===== src/rtl/sram2c_pkg.sv =====
package sram2c_pkg;
  localparam int RDY_W = 2;
  localparam int LVL_W = 2;
  localparam logic [LVL_W-1:0] RD_OVERLAP = 2'd2;
  localparam logic [LVL_W-1:0] WR_OVERLAP = 2'd0;

  typedef enum logic [2:0] {
    PH_IDLE = 3'd0,
    PH_RD_A = 3'd1,
    PH_RD_B = 3'd2,
    PH_WR_A = 3'd3,
    PH_WR_B = 3'd4
  } phase_t;
endpackage


===== src/rtl/sram2c_rst_sync.sv =====
module sram2c_rst_sync #(
  parameter int STAGES = 2
) (
  input  logic clk,
  input  logic arst_n,
  output logic srst_n
);
  logic [STAGES-1:0] sync_q;

  always_ff @(posedge clk or negedge arst_n) begin
    if (!arst_n) sync_q <= '0;
    else         sync_q <= {sync_q[STAGES-2:0], 1'b1};
  end

  assign srst_n = sync_q[STAGES-1];
endmodule


===== src/rtl/sram2c_seq.sv =====
module sram2c_seq
  import sram2c_pkg::*;
(
  input  logic             clk,
  input  logic             rst_n,
  input  logic             cmd_rd,
  input  logic             cmd_wr,
  output phase_t           phase,
  output logic             take_rd,
  output logic             take_wr,
  output logic             cap_en,
  output logic [RDY_W-1:0] rdy_cnt
);
  phase_t phase_q, phase_d;
  logic   free_slot;

  always_comb begin
    free_slot = (phase_q == PH_IDLE) || (phase_q == PH_WR_B);
    take_rd   = cmd_rd && (free_slot || (phase_q == PH_RD_B));
    take_wr   = cmd_wr && !cmd_rd && free_slot;
  end

  always_comb begin
    phase_d = PH_IDLE;
    if (take_rd)                 phase_d = PH_RD_A;
    else if (take_wr)            phase_d = PH_WR_A;
    else if (phase_q == PH_RD_A) phase_d = PH_RD_B;
    else if (phase_q == PH_WR_A) phase_d = PH_WR_B;
  end

  always_ff @(posedge clk or negedge rst_n) begin
    if (!rst_n) phase_q <= PH_IDLE;
    else        phase_q <= phase_d;
  end

  always_comb begin
    unique case (phase_q)
      PH_RD_A: rdy_cnt = 2'd2;
      PH_RD_B: rdy_cnt = 2'd1;
      PH_WR_A: rdy_cnt = 2'd1;
      default: rdy_cnt = 2'd0;
    endcase
  end

  assign cap_en = (phase_q == PH_RD_B);
  assign phase  = phase_q;
endmodule


===== src/rtl/sram2c_pins.sv =====
module sram2c_pins
  import sram2c_pkg::*;
#(
  parameter int ADDR_W = 18,
  parameter int DATA_W = 32
) (
  input  logic              clk,
  input  logic              rst_n,
  input  phase_t            phase,
  input  logic              take_rd,
  input  logic              take_wr,
  input  logic [ADDR_W-1:0] cmd_addr,
  input  logic [DATA_W-1:0] cmd_wdata,
  output logic [ADDR_W-1:0] ram_addr,
  output logic [DATA_W-1:0] ram_wdata,
  output logic              ram_drive,
  output logic              ram_cs_n,
  output logic              ram_oe_n,
  output logic              ram_we_n
);
  logic              addr_en, data_en;
  logic [ADDR_W-1:0] addr_q;
  logic [DATA_W-1:0] wdata_q;
  logic              drive_d, cs_n_d, oe_n_d, we_n_d;
  logic              drive_q, cs_n_q, oe_n_q, we_n_q;

  always_comb begin
    addr_en = take_rd || take_wr;
    data_en = take_wr;
    drive_d = take_wr || (phase == PH_WR_A);
    cs_n_d  = !(take_rd || take_wr || (phase == PH_RD_A) || (phase == PH_WR_A));
    oe_n_d  = !(take_rd || (phase == PH_RD_A));
    we_n_d  = !(phase == PH_WR_A);
  end

  always_ff @(posedge clk) begin
    if (addr_en) addr_q <= cmd_addr;
  end

  always_ff @(posedge clk) begin
    if (data_en) wdata_q <= cmd_wdata;
  end

  always_ff @(posedge clk or negedge rst_n) begin
    if (!rst_n) begin
      drive_q <= 1'b0;
      cs_n_q  <= 1'b1;
      oe_n_q  <= 1'b1;
    end else begin
      drive_q <= drive_d;
      cs_n_q  <= cs_n_d;
      oe_n_q  <= oe_n_d;
    end
  end

  always_ff @(negedge clk or negedge rst_n) begin
    if (!rst_n) we_n_q <= 1'b1;
    else        we_n_q <= we_n_d;
  end

  assign ram_addr  = addr_q;
  assign ram_wdata = wdata_q;
  assign ram_drive = drive_q;
  assign ram_cs_n  = cs_n_q;
  assign ram_oe_n  = oe_n_q;
  assign ram_we_n  = we_n_q;
endmodule


===== src/rtl/sram2c_rdcap.sv =====
module sram2c_rdcap #(
  parameter int DATA_W = 32
) (
  input  logic              clk,
  input  logic              rst_n,
  input  logic              cap_en,
  input  logic [DATA_W-1:0] ram_rdata,
  output logic [DATA_W-1:0] rd_data
);
  logic [DATA_W-1:0] hold_q;

  always_ff @(posedge clk or negedge rst_n) begin
    if (!rst_n)      hold_q <= '0;
    else if (cap_en) hold_q <= ram_rdata;
  end

  assign rd_data = hold_q;
endmodule


===== src/rtl/sram2c_slave.sv =====
module sram2c_slave
  import sram2c_pkg::*;
#(
  parameter int ADDR_W = 18,
  parameter int DATA_W = 32
) (
  input  logic              clk,
  input  logic              rst_n,
  input  logic              cmd_rd,
  input  logic              cmd_wr,
  input  logic [ADDR_W-1:0] cmd_addr,
  input  logic [DATA_W-1:0] cmd_wdata,
  output logic [DATA_W-1:0] rd_data,
  output logic [1:0]        rdy_cnt,
  output logic [1:0]        rd_pipe_lvl,
  output logic [1:0]        wr_pipe_lvl,
  output logic [ADDR_W-1:0] ram_addr,
  output logic [DATA_W-1:0] ram_wdata,
  output logic              ram_drive,
  input  logic [DATA_W-1:0] ram_rdata,
  output logic              ram_cs_n,
  output logic              ram_oe_n,
  output logic              ram_we_n
);
  logic   srst_n;
  phase_t phase;
  logic   take_rd, take_wr, cap_en;

  sram2c_rst_sync #(.STAGES(2)) u_rst (
    .clk    (clk),
    .arst_n (rst_n),
    .srst_n (srst_n)
  );

  sram2c_seq u_seq (
    .clk     (clk),
    .rst_n   (srst_n),
    .cmd_rd  (cmd_rd),
    .cmd_wr  (cmd_wr),
    .phase   (phase),
    .take_rd (take_rd),
    .take_wr (take_wr),
    .cap_en  (cap_en),
    .rdy_cnt (rdy_cnt)
  );

  sram2c_pins #(.ADDR_W(ADDR_W), .DATA_W(DATA_W)) u_pins (
    .clk       (clk),
    .rst_n     (srst_n),
    .phase     (phase),
    .take_rd   (take_rd),
    .take_wr   (take_wr),
    .cmd_addr  (cmd_addr),
    .cmd_wdata (cmd_wdata),
    .ram_addr  (ram_addr),
    .ram_wdata (ram_wdata),
    .ram_drive (ram_drive),
    .ram_cs_n  (ram_cs_n),
    .ram_oe_n  (ram_oe_n),
    .ram_we_n  (ram_we_n)
  );

  sram2c_rdcap #(.DATA_W(DATA_W)) u_cap (
    .clk       (clk),
    .rst_n     (srst_n),
    .cap_en    (cap_en),
    .ram_rdata (ram_rdata),
    .rd_data   (rd_data)
  );

  assign rd_pipe_lvl = RD_OVERLAP;
  assign wr_pipe_lvl = WR_OVERLAP;
endmodule


===== config.mk =====
export PLATFORM = sky130hd
export DESIGN_NAME = sram2c_slave
export DESIGN_NICKNAME = d
export VERILOG_FILES = /design/src/rtl/sram2c_pkg.sv /design/src/rtl/sram2c_rst_sync.sv /design/src/rtl/sram2c_seq.sv /design/src/rtl/sram2c_pins.sv /design/src/rtl/sram2c_rdcap.sv /design/src/rtl/sram2c_slave.sv
export SDC_FILE = /design/constraint.sdc
export NUM_CORES = 1
export LEC_CHECK = 0
export BUFFER_PORTS_ARGS = -buffer_cell sky130_fd_sc_hd__buf_2
export CELL_PAD_IN_SITES_DETAIL_PLACEMENT = 0
export CELL_PAD_IN_SITES_GLOBAL_PLACEMENT = 1
export CORE_MARGIN = 3
export CORE_UTILIZATION = 30
export CTS_BUF_LIST = sky130_fd_sc_hd__clkbuf_8
export CTS_CLUSTER_DIAMETER = 30
export DETAILED_ROUTE_END_ITERATION = 8
export HOLD_SLACK_MARGIN = 0.1
export MAX_ROUTING_LAYER = met4
export PLACE_DENSITY_LB_ADDON = 0.1
export SETUP_SLACK_MARGIN = 0.1
export SLEW_MARGIN = 20
export SYNTH_ARGS = -nofsm -noshare
export SYNTH_HDL_FRONTEND = slang
export SYNTH_HIERARCHICAL = 1
export SYNTH_SLANG_ARGS = --single-unit

===== constraint.sdc =====
create_clock -name clk -period 1.75 [get_ports clk]
set_clock_uncertainty 0.05 [all_clocks]
set_input_delay 0.0875 -clock clk [delete_from_list [all_inputs] [get_ports clk]]
set_output_delay 0.0875 -clock clk [all_outputs]
set_load 0.02 [all_outputs]

# == Yosys cells after proc, flatten, opt, wreduce, memory -nomap -nowiden ==
# Cells that the tools add are included.
# word_totals
ff_bits,91
in_bits,86
output_inout_bits,92
# classes
reduce_logical,16
muxes,5
n_eq_ne,4
# op_table
cell,count
$mux 3,4
$logic_or 1x1->1,7
$eq 3x2->1 const B,2
$logic_not 1->1,4
$pmux 2 s2,1
$eq 3x1->1 const B,1
$eq 3x3->1 const B,1
$logic_and 1x1->1,3
$logic_not 3->1,1
$reduce_or 2->1,1

# == Depth between registers and ports, before layout ==
# depth
depth_word,8
mapped_depth,5

# == Hierarchy ==
# The synthesis kept the hierarchy.
# modules_own_cells
module,cells_per_inst,instances,area_each_um2,seq_area_each_um2
sram2c_pins,62,1,1657.8,1605.3
sram2c_rdcap,68,1,1345.0,800.8
sram2c_seq,13,1,170.2,75.1
sram2c_rst_sync,3,1,53.8,50.0
sram2c_slave,6,1,37.5,0.0

==> metrics.yaml <==
status:
  status: "complete, but fails checks"
  violations: "setup timing"
critical_path:
  path_buf_inv: 1
  path_cells: "buf_6"
  crit_arrival_ns: 1.90
  startpoint: "u_pins/ram_we_n"
  path_class: "reg2out"
  path_delay_family: "flip-flops"
  path_max_fanout: 1
  max_stage_delay_ns: 0.53
  critPathLaunchType: "flip-flop"
  worstReg2RegStart: "u_seq/phase[0]"
  worstPathRequired_ns: 1.61
  crit_slowest_cell: "dfstp_2"
  cp-end-kind: "output port"
grt:
  overflow: 0
  grt_max_degree: 39
  use_met1: 0.163
  use_met3: 0.0349
  grt_pass1_wl_mm: 11.9
  antenna_found_initial: 0
  grt_pass1_vias: 2410
  grt_util_all_layers: 0.133
  busiest_layer: "met2"
  use_met2: 0.214
floorplan:
  core_sq_um: 10500
  die_area_sq_um: 12200
  start_util: 0.312
  die_x_um: 110
  die-height_um: 110
  io_pins: 178
  rows: 37
logic_synthesis:
  yosysUniqueCellTypes: 24
  ys_ff_latch: 91
  yosys_warnings: 6
  synth.avg_cell_area_sq_um: 21.5
  synth_seq_area_share: 0.775
  syn_inst: 152
  netlist_area_sq_um: 3260
place:
  placed_cell_area_sq_um: 4290
  dpl_worst_slack_ns: 0.0768
  gp_congestion: 0.712
  portBuffers: 173
  dp_hpwl_mm: 5.24
sta:
  setup_viol: 1
  hold_viol_final: 0
  worst_pin_slew_ns: 0.510
  finalMaxSlewViolations: 0
  fin_hold_ws_ns: 0.319
  layout_setup_ws_ns: -0.286
  rsz0062_at_grt: "true"
  relSlewSlack: 0.660
clock_network:
  cts.reportedPaths.clkPinSlew_ns: 0.09
  clk_latency_ns: 0.35
  cts-htree-levels: 3
  clock_path_buffers: 2
  numCtsBuffers: 9
  cts_root_buf: "clkbuf_8"
  cts_tree: "built"
  clock_sinks: 91
finish:
  diodes: 0
  multi_input_area_sq_um: 643
  final_area_sq_um: 5430
  syn2layout_area_growth_pct: 66.2
  nFillCells: 913
  nets: 516
  seq_area_sq_um: 2530
  drive_gt1_frac: 0.568
pwr:
  ir_drop_uv: 689
  p_per_area_nw_per_um2: 1460
  leakagePower_uw: 0.00249
  power.total_uw: 7920
routing:
  ant_nets: 0
  via_count: 2263
  drt-pass1-iter-count: 4
  wl_per_cell_um: 14.1
  detail_route.vias_per_cell: 3.96
  wirelength_mm: 8.03
  drtIter0Drc: 72
  drc: 0
run:
  maxCapViolCount: 0
min_path:
  hold_class: "reg2async"
where the power goes:
group / switching [uW] / internal (uW)
clock: 789 / 545
combinational: 1680 / 1630
sequential: 298 / 2990
total: 2760 / 5160
Yosys cell counts:
library cell	count	share of area
edfxtp_1	50	0.46
dfrtp_1	38	0.29
mux2_4	30	0.14
buf_4	4	0.0092
buf_12	3	0.018
conb_1	3	0.0034
dfstp_2	3	0.024
a21oi_1	2	0.0031
inv_1	2	0.0023
mux2_2	2	0.0069
nor2b_4	2	0.0084
a21o_1	1	0.0023
and2_2	1	0.0023
and2b_1	1	0.0023
buf_6	1	0.0034
nand2_1	1	0.0011
nand2b_1	1	0.0019
nor2_1	1	0.0011
nor2_2	1	0.0019
nor3b_2	1	0.0038
nor4b_4	1	0.0073
o32ai_1	1	0.0027
or2_1	1	0.0019
or2_4	1	0.0027
layout make-up:
| class | instances | share of cell area |
|---|---|---|
| clock inverters | 8 | 0.0118 |
| multi-input cells | 54 | 0.119 |
| inverters | 1 | 0.000692 |
| repair buffers | 272 | 0.348 |
| flip-flops and latches | 91 | 0.467 |
| well taps | 136 | 0.0314 |
| clock buffers | 9 | 0.0228 |
cells by family after synthesis:
logic type	after synthesis	share of synthesized area
flip-flops	91	0.775
multiplexers	32	0.145
AND/OR/NAND/NOR	12	0.0349
buffers and inverters	10	0.0333
AO/OA/AOI/OAI	4	0.00805
other	3	0.00345
metal layers:
layer / routed length, um / share of wire
met5: 0 / 0
met3: 651 / 0.081
met1: 3510 / 0.44
met2: 3810 / 0.47
met4: 59 / 0.0074
state kept, by name (all words and copies together), names as in the netlist:
signal and flops:
u_cap/rd_data 32, u_pins/ram_cs_n 1, u_pins/ram_we_n 1, u_pins/ram_drive 1, u_pins/ram_addr 18, u_pins/ram_wdata 32
u_pins/ram_oe_n 1, u_seq/phase 3, u_rst/sync_q 2
placed cells by master (no fill, tap or decap), types with 3 or more instances in the layout:
master,n
buf_12,3
buf_2,172
buf_4,8
clkbuf_8,9
clkinv_4,3
conb_1,5
dfrtp_1,37
dfstp_2,3
dlygate4sd3_1,87
edfxtp_1,50
mux2_4,30
final timing paths:
check / endpoint / slack, ns / depth (start not counted)
max: ram_we_n / -0.29 / 1
min: u_seq/phase[1] / 0.32 / 1
max reg2reg: u_pins/ram_we_n / 0.14 / 2
min reg2reg: u_seq/phase[1] / 0.32 / 1
max in group asynchronous: u_pins/ram_we_n / 0.60 / 0
min in group clk: u_rst/sync_q[1] / 0.32 / 0
stage by stage:
| step | instances | util | setup TNS, ns |
|---|---|---|---|
| global placement | 462 | 0.410 | 0 |
| finish | 571 | 0.519 | -0.286 |
| floorplan | 154 | - | -26.41 |
| detailed placement | 462 | 0.410 | 0 |
| CTS | 566 | 0.512 | -0.304 |
| global route | 571 | 0.519 | -0.326 |
what timing repair did:
action                                 in CTS  in global routing
gates resized for setup                     3                  4
pin swaps                                   0                  2
cloned                                      0                  2
endpoints found under the hold margin      85                  0
hold buffers                               87                  0
setup endpoints to repair                  34                 52
setup buffers                               1                  3
No activity file was read; power rests on OpenSTA's default activity.
